--- src/rtl/unlock_pkg.sv ---
`timescale 1ns/1ps
package unlock_pkg;

  // strobes from the sequencer to the shift path
  typedef struct packed {
    logic shiftEn;     // accept new bits into the history
    logic clearShift;  // wipe the history
  } dpStrobe_t;

  typedef enum logic [1:0] {
    ST_IDLE  = 2'd0,
    ST_ARMED = 2'd1,
    ST_PROG  = 2'd2
  } ctlState_t;

endpackage

--- src/rtl/unlock_shift_path.sv ---
`timescale 1ns/1ps
module unlock_shift_path
  import unlock_pkg::*;
#(
  parameter int unsigned KEY_WIDTH = 32,
  parameter logic [KEY_WIDTH-1:0] KEY_VALUE = 32'h4D43_4850
) (
  input  logic      clk,
  input  logic      rstN,
  input  logic      serClk,
  input  logic      serDat,
  input  dpStrobe_t strobe,
  output logic      bitStrobe,
  output logic      keyMatch
);

  localparam int unsigned TOP = KEY_WIDTH - 1;

  logic                 serClkQ;
  logic                 fallEdge;
  logic [KEY_WIDTH-1:0] shiftReg;

  always_ff @(posedge clk or negedge rstN) begin
    if (!rstN) serClkQ <= 1'b0;
    else       serClkQ <= serClk;
  end

  assign fallEdge = serClkQ & ~serClk;

  // least-significant bit first: new bit enters at the top, moves down
  always_ff @(posedge clk or negedge rstN) begin
    if (!rstN) begin
      shiftReg <= '0;
    end else if (strobe.clearShift) begin
      shiftReg <= '0;
    end else if (strobe.shiftEn && fallEdge) begin
      shiftReg <= {serDat, shiftReg[TOP:1]};
    end
  end

  // one cycle after each sampled edge, with history already updated
  always_ff @(posedge clk or negedge rstN) begin
    if (!rstN) bitStrobe <= 1'b0;
    else       bitStrobe <= fallEdge & ~strobe.clearShift;
  end

  assign keyMatch = (shiftReg == KEY_VALUE);


  shift_clear_chk: assert property (@(posedge clk) disable iff (!rstN)
    strobe.clearShift |=> (shiftReg == '0));


  hold_no_edge_chk: assert property (@(posedge clk) disable iff (!rstN)
    (!fallEdge && !strobe.clearShift) |=> $stable(shiftReg));

endmodule

--- src/rtl/unlock_ctrl.sv ---
`timescale 1ns/1ps
module unlock_ctrl
  import unlock_pkg::*;
#(
  parameter int unsigned TAIL_CLOCKS = 1
) (
  input  logic      clk,
  input  logic      rstN,
  input  logic      selN,
  input  logic      lvEnable,
  input  logic      bitStrobe,
  input  logic      keyMatch,
  output dpStrobe_t strobe,
  output logic      progMode,
  output logic      entryPulse
);

  localparam int unsigned CNT_W = $clog2(TAIL_CLOCKS + 2);
  localparam int unsigned LAST  = (TAIL_CLOCKS > 0) ? TAIL_CLOCKS - 1 : 0;

  ctlState_t        state, stateNext;
  logic [CNT_W-1:0] tailCnt, tailCntNext;
  logic             pulseNext;

  always_comb begin
    strobe.clearShift = selN;
    strobe.shiftEn    = (state == ST_IDLE) && !selN;
  end

  always_comb begin
    stateNext   = state;
    tailCntNext = tailCnt;
    pulseNext   = 1'b0;
    if (selN) begin
      stateNext   = ST_IDLE;
      tailCntNext = '0;
    end else begin
      unique case (state)
        ST_IDLE: begin
          if (bitStrobe && keyMatch && lvEnable) begin
            tailCntNext = '0;
            if (TAIL_CLOCKS == 0) begin
              stateNext = ST_PROG;
              pulseNext = 1'b1;
            end else begin
              stateNext = ST_ARMED;
            end
          end
        end
        ST_ARMED: begin
          if (!lvEnable) begin
            stateNext   = ST_IDLE;
            tailCntNext = '0;
          end else if (bitStrobe) begin
            if (tailCnt == CNT_W'(LAST)) begin
              stateNext = ST_PROG;
              pulseNext = 1'b1;
            end else begin
              tailCntNext = tailCnt + 1'b1;
            end
          end
        end
        ST_PROG: stateNext = ST_PROG;
        default: stateNext = ST_IDLE;
      endcase
    end
  end

  always_ff @(posedge clk or negedge rstN) begin
    if (!rstN) begin
      state      <= ST_IDLE;
      tailCnt    <= '0;
      entryPulse <= 1'b0;
    end else begin
      state      <= stateNext;
      tailCnt    <= tailCntNext;
      entryPulse <= pulseNext;
    end
  end

  assign progMode = (state == ST_PROG);


  release_exit_chk: assert property (@(posedge clk) disable iff (!rstN)
    selN |=> !progMode);


  pulse_single_chk: assert property (@(posedge clk) disable iff (!rstN)
    entryPulse |=> !entryPulse);


  pulse_on_rise_chk: assert property (@(posedge clk) disable iff (!rstN)
    $rose(progMode) |-> entryPulse);


  enable_gate_chk: assert property (@(posedge clk) disable iff (!rstN)
    $rose(progMode) |-> $past(lvEnable));


  prog_hold_chk: assert property (@(posedge clk) disable iff (!rstN)
    (progMode && !selN) |=> progMode);

endmodule

--- src/rtl/unlock_key_detect.sv ---
`timescale 1ns/1ps
module unlock_key_detect
  import unlock_pkg::*;
#(
  parameter int unsigned KEY_WIDTH   = 32,
  parameter logic [KEY_WIDTH-1:0] KEY_VALUE = 32'h4D43_4850,
  parameter int unsigned TAIL_CLOCKS = 1
) (
  input  logic clk,
  input  logic rstN,
  input  logic serClk,
  input  logic serDat,
  input  logic selN,
  input  logic lvEnable,
  output logic progMode,
  output logic entryPulse
);

  dpStrobe_t strobe;
  logic      bitStrobe;
  logic      keyMatch;

  unlock_shift_path #(
    .KEY_WIDTH (KEY_WIDTH),
    .KEY_VALUE (KEY_VALUE)
  ) i_path (
    .clk       (clk),
    .rstN      (rstN),
    .serClk    (serClk),
    .serDat    (serDat),
    .strobe    (strobe),
    .bitStrobe (bitStrobe),
    .keyMatch  (keyMatch)
  );

  unlock_ctrl #(
    .TAIL_CLOCKS (TAIL_CLOCKS)
  ) i_ctrl (
    .clk        (clk),
    .rstN       (rstN),
    .selN       (selN),
    .lvEnable   (lvEnable),
    .bitStrobe  (bitStrobe),
    .keyMatch   (keyMatch),
    .strobe     (strobe),
    .progMode   (progMode),
    .entryPulse (entryPulse)
  );

endmodule

--- config.mk ---
export PLATFORM = sky130hd
export DESIGN_NAME = unlock_key_detect
export DESIGN_NICKNAME = d
export VERILOG_FILES = /design/src/rtl/unlock_pkg.sv /design/src/rtl/unlock_shift_path.sv /design/src/rtl/unlock_ctrl.sv /design/src/rtl/unlock_key_detect.sv
export SDC_FILE = /design/constraint.sdc
export NUM_CORES = 1
export LEC_CHECK = 0
export CAP_MARGIN = 10
export CORE_MARGIN = 2
export CORE_UTILIZATION = 35
export CTS_CLUSTER_DIAMETER = 200
export DETAILED_ROUTE_END_ITERATION = 6
export GPL_TIMING_DRIVEN = 0
export PLACE_DENSITY = 0.54
export SYNTH_ARGS = -nofsm -noshare
export SYNTH_HDL_FRONTEND = slang
export SYNTH_SLANG_ARGS = --single-unit
--- constraint.sdc ---
create_clock -name clk -period 2.3 [get_ports clk]
set_input_delay 0.345 -clock clk [delete_from_list [all_inputs] [get_ports clk]]
set_output_delay 0.345 -clock clk [all_outputs]
set_load 0.02 [all_outputs]
## Yosys cells after proc, flatten, opt, wreduce, memory -nomap -nowiden

Cells that the tools add are included.

| word-level totals | value |
|---|---|
| flip-flop bits (word level) | 39 |
| bits of input ports | 6 |
| output and inout port bits | 2 |
| logic and storage cells | 48 |

| operators by class | value |
|---|---|
| $add $sub $neg | 1 |
| equality and inequality tests | 7 |
| mux-type cells | 19 |
| bitwise logic cells | 4 |
| reductions and logical operators | 11 |

Operators with widths:

| operator | count |
|---|---|
| $mux 32 | 2 |
| $eq 32x31->1 const B | 1 |
| $mux 2 | 10 |
| $ne 4x4->1 const B | 2 |
| $pmux 2 s3 | 1 |
| $mux 1 | 5 |
| $logic_and 1x1->1 | 4 |
| $logic_not 2->1 | 2 |
| $ne 4x3->1 const B | 1 |
| $pmux 2 s2 | 1 |
| $reduce_and 4->1 | 1 |
| $ne 3x3->1 const B | 1 |
| $reduce_and 3->1 | 1 |
| $reduce_bool 3->1 | 1 |
| $add 2x1->2 const B | 1 |
| $and 1x1->1 | 2 |
| $eq 2x1->1 const B | 1 |
| $eq 2x2->1 const B | 1 |
| $not 1->1 | 2 |
| $reduce_bool 2->1 | 1 |
| $logic_not 1->1 | 1 |

## Logic depth before layout (Yosys ltp)

Gate-level depths: netlist (run 1).

| depth | value |
|---|---|
| word-level depth | 6 |
| depth in mapped cells | 6 |

## Modules after synthesis

From an unflattened synthesis (run 1), not the netlist that was laid out.

| unflattened totals | value |
|---|---|
| cells, all modules | 192 |
| area total of the unflattened synthesis | 1,789.2 um^2 |

Modules (own cells, without submodules):

| module | instances | cells each | area each (um^2) | seq. area each (um^2) |
|---|---|---|---|---|
| unlock_shift_path | 1 | 157 | 1,442.6 | 850.8 |
| unlock_ctrl | 1 | 35 | 346.6 | 125.1 |

## Least setup slack after synthesis (run 1)

Ideal clock, no wire load.

| timing path | value |
|---|---|
| path kind | flip-flop to flip-flop |
| start | register i_path.shiftReg[25] |
| end | register i_ctrl.tailCnt[0] |
| setup time | 0.137 ns |
| data arrival time | 1.129 ns |
| required time | 2.163 ns |
| slack | 1.035 ns |
| cell stages (with the launch flop) | 5 |
| cell sequence | dfrtp_1 > nor4b_1 > nand3_1 > nor3_1 > o211ai_1 |

| on the way | value |
|---|---|
| word-level cells in the longest chain between the ends | 5 |

RTL lines:

| element | line | source |
|---|---|---|
| start: declaration | unlock_shift_path.sv:21 | `logic [KEY_WIDTH-1:0] shiftReg;` |
| start signal: assignment | unlock_shift_path.sv:37 | `shiftReg <= {serDat, shiftReg[TOP:1]};` |
| $eq 32x31->1 | unlock_shift_path.sv:47 | `assign keyMatch = (shiftReg == KEY_VALUE);` |
| $logic_and 1x1->1 (2 in series) | unlock_ctrl.sv:40 | `if (bitStrobe && keyMatch && lvEnable) begin` |
| $ne 3x3->1 (no line) | -- |  |
| $reduce_and 4->1 (no line) | -- |  |
| end signal: assignment | unlock_ctrl.sv:76 | `tailCnt <= tailCntNext;` |
| end: declaration | unlock_ctrl.sv:22 | `logic [CNT_W-1:0] tailCnt, tailCntNext;` |

No other way between the ends.
A chain may end at the register's enable or synchronous reset.

## Worst setup path after layout (run 1)

| timing path | value |
|---|---|
| start | register i_ctrl.state[1] |
| end | output progMode |

| on the way | value |
|---|---|
| word-level cells in the longest chain between the ends | 1 |

RTL lines:

| element | line | source |
|---|---|---|
| start: declaration | unlock_ctrl.sv:21 | `ctlState_t state, stateNext;` |
| start signal: assignment | unlock_ctrl.sv:75 | `state <= stateNext;` |
| $eq 2x2->1 | unlock_ctrl.sv:81 | `assign progMode = (state == ST_PROG);` |
| end: declaration | unlock_key_detect.sv:15 | `output logic progMode,` |

No other way between the ends.

==> results_tabular.tex, run 1 <==
\begin{tabular}{lr}
\hline
Metric & Value \\
\hline
\multicolumn{2}{l}{\textbf{Placed design}} \\
\quad Placed cell count & 257 \\
\quad Number of buffers added on ports & 7 \\
\quad Final HPWL DP & 2382 um \\
\quad DP Worst Slack & 0.3376 ns \\
\quad Post-place instance area & 0.001876 mm2 \\
\quad Routability congestion estimate & 0.7071 \\
\multicolumn{2}{l}{\textbf{STA}} \\
\quad Final-layout worst hold slack & 0.1559 ns \\
\quad Total negative slack & 0 ns \\
\quad Clock Skew & 0.007495 ns \\
\quad Maximum operating frequency & 510.7 MHz \\
\quad Unrepaired setup endpoints after global routing & false \\
\quad Final hold violation count & 0 \\
\quad Final critical path time including I/O delays and setup & 1.958 ns \\
\quad Slew at the pin with the worst max-slew slack & 0.8501 ns \\
\quad Final setup slack of the worst path & 0.3420 ns \\
\quad Period utilisation layout & 85.13\% \\
\quad Final slew viol count & 0 \\
\quad Normalized max-slew margin & 43.33\% \\
\quad Count of final setup violators & 0 \\
\multicolumn{2}{l}{\textbf{Route}} \\
\quad Number of DRC markers after the initial detailed-route iteration & 83 \\
\quad Routed WL per cell & 12.86 um \\
\quad Total wire length & 3395 um \\
\quad Total iterations of the first detailed-routing run & 4 \\
\quad Vias after detailed routing & 1295 \\
\quad Via-to-Cell Ratio & 4.905 \\
\quad Antenna Violating Nets Remaining & 0 \\
\quad Post-route DRC violation count & 0 \\
\multicolumn{2}{l}{\textbf{CTS}} \\
\quad Count of clock tree sinks & 39 \\
\quad Clock Tree Buf Depth & 2 \\
\quad Number of clock buffers inserted by TritonCTS & 5 \\
\quad \# H-tree levels & 2 \\
\quad Clk Tree Root Cell & sky130\_fd\_sc\_hd\_\_clkbuf\_8 \\
\quad Clock-pin slew on the worst setup and hold paths & 0.07 ns \\
\quad Hold buffers post-CTS & 0 \\
\quad Latest clock arrival within the worst-skew pair & 0.28 ns \\
\quad Count of buffers added by post-CTS timing repair for setup & 0 \\
\quad CTS tree & done \\
\quad Number of resized instances in the post-cts repair step & 0 \\
\multicolumn{2}{l}{\textbf{Yosys}} \\
\quad Leading post-synthesis cells by cell area & sky130\_fd\_sc\_hd\_\_dfrtp\_1 57\%, sky130\_fd\_sc\_hd\_\_nand2\_1 15\%, sky130\_fd\_sc\_hd\_\_nand3\_1 10\% \\
\quad Most frequent cells after synthesis & 69 x sky130\_fd\_sc\_hd\_\_nand2\_1, 39 x sky130\_fd\_sc\_hd\_\_dfrtp\_1, 35 x sky130\_fd\_sc\_hd\_\_nand3\_1 \\
\quad Top cell type by total area after synthesis & sky130\_fd\_sc\_hd\_\_dfrtp\_1 \\
\quad Share of cell area taken by muxes after synthesis & 0\% \\
\quad Synth Area in Compound Gates & 2.681\% \\
\quad Main combinational cell family by area after synthesis & simple AND/OR/NAND/NOR gates \\
\quad Netlist Area Pre-Place & 0.001727 mm2 \\
\quad Number of flops mapped to enable cells by yosys & 0 \\
\quad Proportion of synthesized chip area in sequential cells & 56.52\% \\
\quad Synthesized instance count & 183 \\
\quad Register bit total from synthesis & 39 \\
\quad Xor and xnor fraction of the mapped netlist area & 0\% \\
\quad Most frequent cell after synthesis & sky130\_fd\_sc\_hd\_\_nand2\_1 \\
\quad Syn\_area\_per\_cell & 9.435 um2 \\
\quad Portion of synthesized cell area occupied by the leading cell type & 56.52\% \\
\quad Post-synth cell types & 28 \\
\quad Number of warnings printed during yosys synthesis & 0 \\
\quad Synth Area in Adders & 0.7246\% \\
\quad Commonest register cell after synthesis & sky130\_fd\_sc\_hd\_\_dfrtp\_1 \\
\quad Syn\_nets & 190 \\
\quad Async set or reset register ratio after synthesis & 100.0\% \\
\quad Post-synthesis share of cell area spent on and, or, nand and nor gates & 34.42\% \\
\multicolumn{2}{l}{\textbf{Floorplanning}} \\
\quad Y dimension of the die & 74.24 um \\
\quad Area of the core region & 0.004755 mm2 \\
\quad Width of the die & 74.24 um \\
\quad Number of standard-cell rows in the floorplan & 25 \\
\quad Initial standard-cell utilization of the core & 36.32\% \\
\quad I/O pin cnt & 8 \\
\quad Total die area & 0.005511 mm2 \\
\multicolumn{2}{l}{\textbf{Critical path}} \\
\quad Max FO, Critical Path & 7 \\
\quad Worst reg2reg path depth & 4 \\
\quad CP required & 1.96 ns \\
\quad Endpoint of the worst setup timing path & progMode \\
\quad Worst Setup SP & i\_ctrl.state[1] \\
\quad Critical Path AT & 1.61 ns \\
\quad Register-to-register setup slack & 0.65 ns \\
\quad Sort of element at the start of the critical path & flop \\
\quad CP Capture Type & output pin \\
\quad Critical path start-end classification & flop to output pin \\
\quad Reg-to-reg endpoint & i\_ctrl.tailCnt[1] \\
\quad Startpoint of the worst-slack reg-to-reg timing path & i\_path.shiftReg[7] \\
\multicolumn{2}{l}{\textbf{Power and ir drop}} \\
\quad Cell Pwr Density & 618.4 mW/mm2 \\
\quad Peak VDD IR & 0.4030 mV \\
\quad Static Leak & 0.9822 nW \\
\multicolumn{2}{l}{\textbf{Layout}} \\
\quad Layout Cell Area excl Fill & 0.001963 mm2 \\
\quad Final layout net count & 204 \\
\quad Area growth syn-to-layout & 13.70\% \\
\quad Number of cells in the finished layout apart from fillers & 264 \\
\quad Layout cells sized above 1 & 9.137\% \\
\quad Flip-flop and latch area & 975.9 um2 \\
\quad Number of fill cells in the layout & 492 \\
\quad Diode count & 0 \\
\quad Area of combinational cells with multiple inputs & 653.1 um2 \\
\multicolumn{2}{l}{\textbf{Global routing}} \\
\quad Via count of the first global-routing pass & 1315 \\
\quad Global-route wire length before repair & 5968 um \\
\quad Total routing usage reported by global routing & 14.35\% \\
\quad Pin count of the biggest net entering global routing & 40 \\
\quad GR Overflow Total & 0 \\
\quad Initial antenna violation count & 0 \\
\multicolumn{2}{l}{\textbf{Run status}} \\
\quad Status & finished, final reports clean \\
\multicolumn{2}{l}{\textbf{Flow run}} \\
\quad Max-cap violations & 0 \\
\multicolumn{2}{l}{\textbf{Hold path}} \\
\quad Worst min path class & input pin to async pin \\
\hline
\end{tabular}
[worst min-delay path by stage]
| stage | from | slack, ns | to | cells after the start |
|---|---|---|---|---|
| finish | rstN | 0.16 | i_path.shiftReg[26] | 1 |
| global placement | i_path.shiftReg[30] | 0.47 | i_path.shiftReg[29] | 2 |
| CTS | rstN | 0.19 | i_path.shiftReg[26] | 1 |
| floorplan | rstN | 0.05 | i_ctrl.entryPulse | 0 |
| global route | rstN | 0.22 | i_path.shiftReg[26] | 1 |
| detailed placement | i_path.shiftReg[1] | 0.48 | i_path.shiftReg[0] | 2 |
[cells in the final DEF, fill, tap and decap left out, types with 2 or more instances in the layout]
cell type and n:
sky130_fd_sc_hd__dfrtp_1 39, sky130_fd_sc_hd__nand3_1 35, sky130_fd_sc_hd__inv_1 2, sky130_fd_sc_hd__buf_8 3, sky130_fd_sc_hd__clkdlybuf4s50_1 6, sky130_fd_sc_hd__nor4bb_1 2, sky130_fd_sc_hd__nor3_1 3, sky130_fd_sc_hd__nor4b_1 5
sky130_fd_sc_hd__nor4_1 2, sky130_fd_sc_hd__clkbuf_1 2, sky130_fd_sc_hd__nor2b_1 2, sky130_fd_sc_hd__nand2_1 69, sky130_fd_sc_hd__buf_2 4, sky130_fd_sc_hd__clkbuf_8 6
[per-layer routing]
| metal | up-vias | GRT usage, % | wire length (um) |
|---|---|---|---|
| li1 | 641 | - | - |
| met3 | 4 | 3.252 | 64 |
| met5 | - | 0 | 0 |
| met4 | 0 | 5.952 | 45 |
| met2 | 10 | 22.32 | 1612 |
| met1 | 640 | 19.48 | 1672 |
[logic make-up after synthesis]
family	Yosys count
and+or+nand+nor	124
AOI/OAI and AO/OA	6
adders and majority gates	1
buffers and inverters	13
DFF	39
[flip-flops by register name, summed over array words and instances, names as in the netlist]
| name | flops |
|---|---|
| i_ctrl.entryPulse | 1 |
| i_ctrl.state | 2 |
| i_ctrl.tailCnt | 2 |
| i_path.bitStrobe | 1 |
| i_path.serClkQ | 1 |
| i_path.shiftReg | 32 |
[critical path: stages, from the launching register on]
cell and delay (ns):
sky130_fd_sc_hd__dfrtp_1 0.49, sky130_fd_sc_hd__nor2b_1 0.21, sky130_fd_sc_hd__clkdlybuf4s50_1 0.63
[power breakdown]
part           leakage [nW]  switching (mW)  internal [mW]
Sequential            0.542         0.00213          0.688
Clock                0.0470           0.225          0.235
Combinational         0.393          0.0424         0.0212
Total                 0.982           0.269          0.945
[stage by stage]
| step | util [%] | total power [mW] |
|---|---|---|
| 2_1_floorplan | - | 0.7363 |
| 4_1_cts | 41.29 | 1.232 |
| 3_3_place_gp | 39.55 | 0.7689 |
| 6_report | 41.29 | 1.214 |
| 3_5_place_dp | 39.45 | 0.7689 |
| 5_1_grt | 41.29 | 1.267 |
[layout make-up]
type,instances,area share (%)
flip-flops and latches,39,49.71
multi-input cells,131,33.27
plain buffers,10,4.398
well taps,67,4.270
clock buffers,6,4.207
repair buffers,7,3.314
inverters,3,0.5736
clock inverters,1,0.2549
Power figures use the tool's default switching activity.
==> run 2: changes to the inputs <==
--- a/config.mk
+++ b/config.mk
@@ -10,6 +10,7 @@
 export CORE_UTILIZATION = 35
 export CTS_CLUSTER_DIAMETER = 200
 export DETAILED_ROUTE_END_ITERATION = 6
+export GPL_ROUTABILITY_DRIVEN = 0
 export GPL_TIMING_DRIVEN = 0
 export PLACE_DENSITY = 0.54
 export SYNTH_ARGS = -nofsm -noshare
==> results of run 2 <==
The final DEF is identical to that of run 1; final timing and power are the same.
==> run 3: changes to the inputs <==
--- a/config.mk
+++ b/config.mk
@@ -8,6 +8,7 @@
 export CAP_MARGIN = 10
 export CORE_MARGIN = 2
 export CORE_UTILIZATION = 35
+export CTS_BUF_LIST = sky130_fd_sc_hd__clkbuf_16
 export CTS_CLUSTER_DIAMETER = 200
 export DETAILED_ROUTE_END_ITERATION = 6
 export GPL_ROUTABILITY_DRIVEN = 0
@@ -16,3 +17,4 @@
 export SYNTH_ARGS = -nofsm -noshare
 export SYNTH_HDL_FRONTEND = slang
 export SYNTH_SLANG_ARGS = --single-unit
+export TNS_END_PERCENT = 100
==> run 3 against run 2 <==
  * Combinational power hardly changed
  * Sequential share of layout area is 1.1 points lower
  * Clock power is 39% higher
  * Sequential power hardly changed
  * Fmax is 0.78% higher
  * Total power is 15% higher
  * Worst hold slack better by 0.012 ns
  * Register-to-register slack hardly changed
  * Via count stayed put
  * Flip-flop and latch count stayed put
  * Core utilization is 0.97 points higher
  * Final area is 2.4% higher
==> results_tabular.tex, run 3 (same netlist as run 1, synthesis figures left out) <==
\begin{tabular}{lr}
\hline
Metric & Value \\
\hline
\multicolumn{2}{l}{\textbf{Layout}} \\
\quad Area growth syn-to-layout & 16.38\% (was 13.70\%) \\
\quad Layout cells sized above 1 & 8.629\% (was 9.137\%) \\
\quad Diode count & 0 (unchanged) \\
\quad Number of fill cells in the layout & 485 (was 492) \\
\quad Area of combinational cells with multiple inputs & 653.1 um2 (unchanged) \\
\quad Final layout net count & 204 (unchanged) \\
\quad Most common library cell in the layout ignoring fill and taps & sky130\_fd\_sc\_hd\_\_nand2\_1 (unchanged) \\
\quad Flip-flop and latch area & 975.9 um2 (unchanged) \\
\quad Max FFs per register & 32 (unchanged) \\
\quad Leading cell types in the layout, fill and taps excluded & 69 x sky130\_fd\_sc\_hd\_\_nand2\_1, 39 x sky130\_fd\_sc\_hd\_\_dfrtp\_1, 35 x sky130\_fd\_sc\_hd\_\_nand3\_1 (unchanged) \\
\quad Register name with the most flops & i\_path.shiftReg (unchanged) \\
\quad Largest registers in the final layout & i\_path.shiftReg (32), i\_ctrl.state (2), i\_ctrl.tailCnt (2) (unchanged) \\
\multicolumn{2}{l}{\textbf{CTS}} \\
\quad Count of clock tree sinks & 39 (unchanged) \\
\quad Clock-pin slew on the worst setup and hold paths & 0.06 ns (was 0.07 ns) \\
\quad CTS tree & done (unchanged) \\
\quad Count of buffers added by post-CTS timing repair for setup & 0 (unchanged) \\
\quad Latest clock arrival within the worst-skew pair & 0.28 ns (about the same) \\
\quad Number of clock buffers inserted by TritonCTS & 5 (unchanged) \\
\quad Number of resized instances in the post-cts repair step & 0 (unchanged) \\
\quad \# H-tree levels & 2 (unchanged) \\
\quad Hold buffers post-CTS & 0 (unchanged) \\
\quad Clock Tree Buf Depth & 2 (unchanged) \\
\quad Clk Tree Root Cell & sky130\_fd\_sc\_hd\_\_clkbuf\_16 (was sky130\_fd\_sc\_hd\_\_clkbuf\_8) \\
\multicolumn{2}{l}{\textbf{Global routing}} \\
\quad Global-route wire length before repair & 6106 um (was 5968 um) \\
\quad Total routing usage reported by global routing & 14.81\% (was 14.35\%) \\
\quad Via count of the first global-routing pass & 1327 (was 1315) \\
\quad GR Overflow Total & 0 (unchanged) \\
\quad Pin count of the biggest net entering global routing & 40 (unchanged) \\
\quad Initial antenna violation count & 0 (unchanged) \\
\multicolumn{2}{l}{\textbf{Route}} \\
\quad Vias after detailed routing & 1295 (unchanged) \\
\quad Routed WL per cell & 12.99 um (was 12.86 um) \\
\quad Total iterations of the first detailed-routing run & 4 (unchanged) \\
\quad Total wire length & 3429 um (was 3395 um) \\
\quad Via-to-Cell Ratio & 4.905 (unchanged) \\
\quad Antenna Violating Nets Remaining & 0 (unchanged) \\
\quad Number of DRC markers after the initial detailed-route iteration & 97 (was 83) \\
\quad Post-route DRC violation count & 0 (unchanged) \\
\multicolumn{2}{l}{\textbf{Power and ir drop}} \\
\quad Cell Pwr Density & 693.8 mW/mm2 (was 618.4 mW/mm2) \\
\quad Peak VDD IR & 0.4311 mV (was 0.4030 mV) \\
\quad Power after layout & 1.394 mW (was 1.214 mW) \\
\quad Static Leak & 1.002 nW (was 0.9822 nW) \\
\multicolumn{2}{l}{\textbf{Critical path}} \\
\quad Critical Path AT & 1.60 ns (was 1.61 ns) \\
\quad Startpoint of the worst-slack reg-to-reg timing path & i\_path.shiftReg[7] (unchanged) \\
\quad Max FO, Critical Path & 7 (unchanged) \\
\quad Sort of element at the start of the critical path & flop (unchanged) \\
\quad Critical path start-end classification & flop to output pin (unchanged) \\
\quad CP Capture Type & output pin (unchanged) \\
\quad CP required & 1.96 ns (about the same) \\
\quad Worst Setup SP & i\_ctrl.state[1] (unchanged) \\
\multicolumn{2}{l}{\textbf{STA}} \\
\quad Period utilisation layout & 84.48\% (was 85.13\%) \\
\quad Unrepaired setup endpoints after global routing & false (unchanged) \\
\quad Final hold violation count & 0 (unchanged) \\
\quad Normalized max-slew margin & 42.77\% (was 43.33\%) \\
\quad Clock Skew & 0.004745 ns (was 0.007495 ns) \\
\quad Total negative slack & 0 ns (unchanged) \\
\quad Final slew viol count & 0 (unchanged) \\
\quad Final critical path time including I/O delays and setup & 1.943 ns (was 1.958 ns) \\
\quad Count of final setup violators & 0 (unchanged) \\
\quad Maximum operating frequency & 514.7 MHz (was 510.7 MHz) \\
\quad Final setup slack of the worst path & 0.3571 ns (was 0.3420 ns) \\
\quad Slew at the pin with the worst max-slew slack & 0.8585 ns (was 0.8501 ns) \\
\multicolumn{2}{l}{\textbf{Run status}} \\
\quad Status & finished, final reports clean (unchanged) \\
\multicolumn{2}{l}{\textbf{Floorplanning}} \\
\quad I/O pin cnt & 8 (unchanged) \\
\quad Total die area & 0.005511 mm2 (unchanged) \\
\quad Initial standard-cell utilization of the core & 36.32\% (unchanged) \\
\quad Area of the core region & 0.004755 mm2 (unchanged) \\
\quad Width of the die & 74.24 um (unchanged) \\
\quad Y dimension of the die & 74.24 um (unchanged) \\
\quad Number of standard-cell rows in the floorplan & 25 (unchanged) \\
\multicolumn{2}{l}{\textbf{Placed design}} \\
\quad Number of buffers added on ports & 7 (unchanged) \\
\quad Final HPWL DP & 2382 um (unchanged) \\
\quad DP Worst Slack & 0.3376 ns (unchanged) \\
\multicolumn{2}{l}{\textbf{Flow run}} \\
\quad Max-cap violations & 0 (unchanged) \\
\multicolumn{2}{l}{\textbf{Hold path}} \\
\quad Worst min path class & input pin to async pin (unchanged) \\
\hline
\end{tabular}
-- run 3: power by group --
part / total, mW / switching [mW] / internal [mW]
sequential: 0.692 / 0.00214 / 0.690
clock: 0.639 / 0.250 / 0.389
combinational: 0.0637 / 0.0424 / 0.0212
total: 1.39 / 0.294 / 1.10
-- run 3: per-layer routing --
metal  up-vias  track usage, %  share of wire (%)
li1        644               -                  -
met1       631           19.57                 50
met2        15           23.21                 46
met3         5           3.659                2.6
met4         0           6.548                1.5
met5         -               0                  0
-- run 3: path summary, 6_finish.rpt --
path | endpoint | slack [ns] | depth (start not counted)
max reg2reg | i_ctrl.tailCnt[1] | 0.64 | 4
min | i_path.shiftReg[26] | 0.17 | 1
min reg2reg | i_path.shiftReg[3] | 0.49 | 2
min in group clk | i_path.shiftReg[3] | 0.49 | 2
max in group asynchronous | i_path.shiftReg[0] | 1.58 | 1
max | progMode | 0.36 | 2
-- run 3: cell type report --
| type | count | share of cell area (%) |
|---|---|---|
| plain buffers | 10 | 4.296 |
| clock inverters | 2 | 0.4359 |
| inverters | 3 | 0.5604 |
| flip-flops and latches | 39 | 48.57 |
| repair buffers | 7 | 3.238 |
| well taps | 67 | 4.172 |
| clock buffers | 5 | 6.227 |
| multi-input cells | 131 | 32.50 |
-- run 3: stage by stage --
step	utilization, %	instances	hold WS (ns)	instance area, um2
3_3_place_gp	39.55	257	0.4709	1881
5_1_grt	42.26	264	0.2390	2009
3_5_place_dp	39.45	257	0.4794	1876
6_report	42.26	264	0.1679	2009
2_1_floorplan	-	183	0.04941	1727
4_1_cts	42.26	264	0.2077	2009
-- run 3: worst max-delay path, cell delays in order (launching register included) --
cell and delay (ns):
sky130_fd_sc_hd__dfrtp_1 0.49, sky130_fd_sc_hd__nor2b_1 0.21, sky130_fd_sc_hd__clkdlybuf4s50_1 0.63
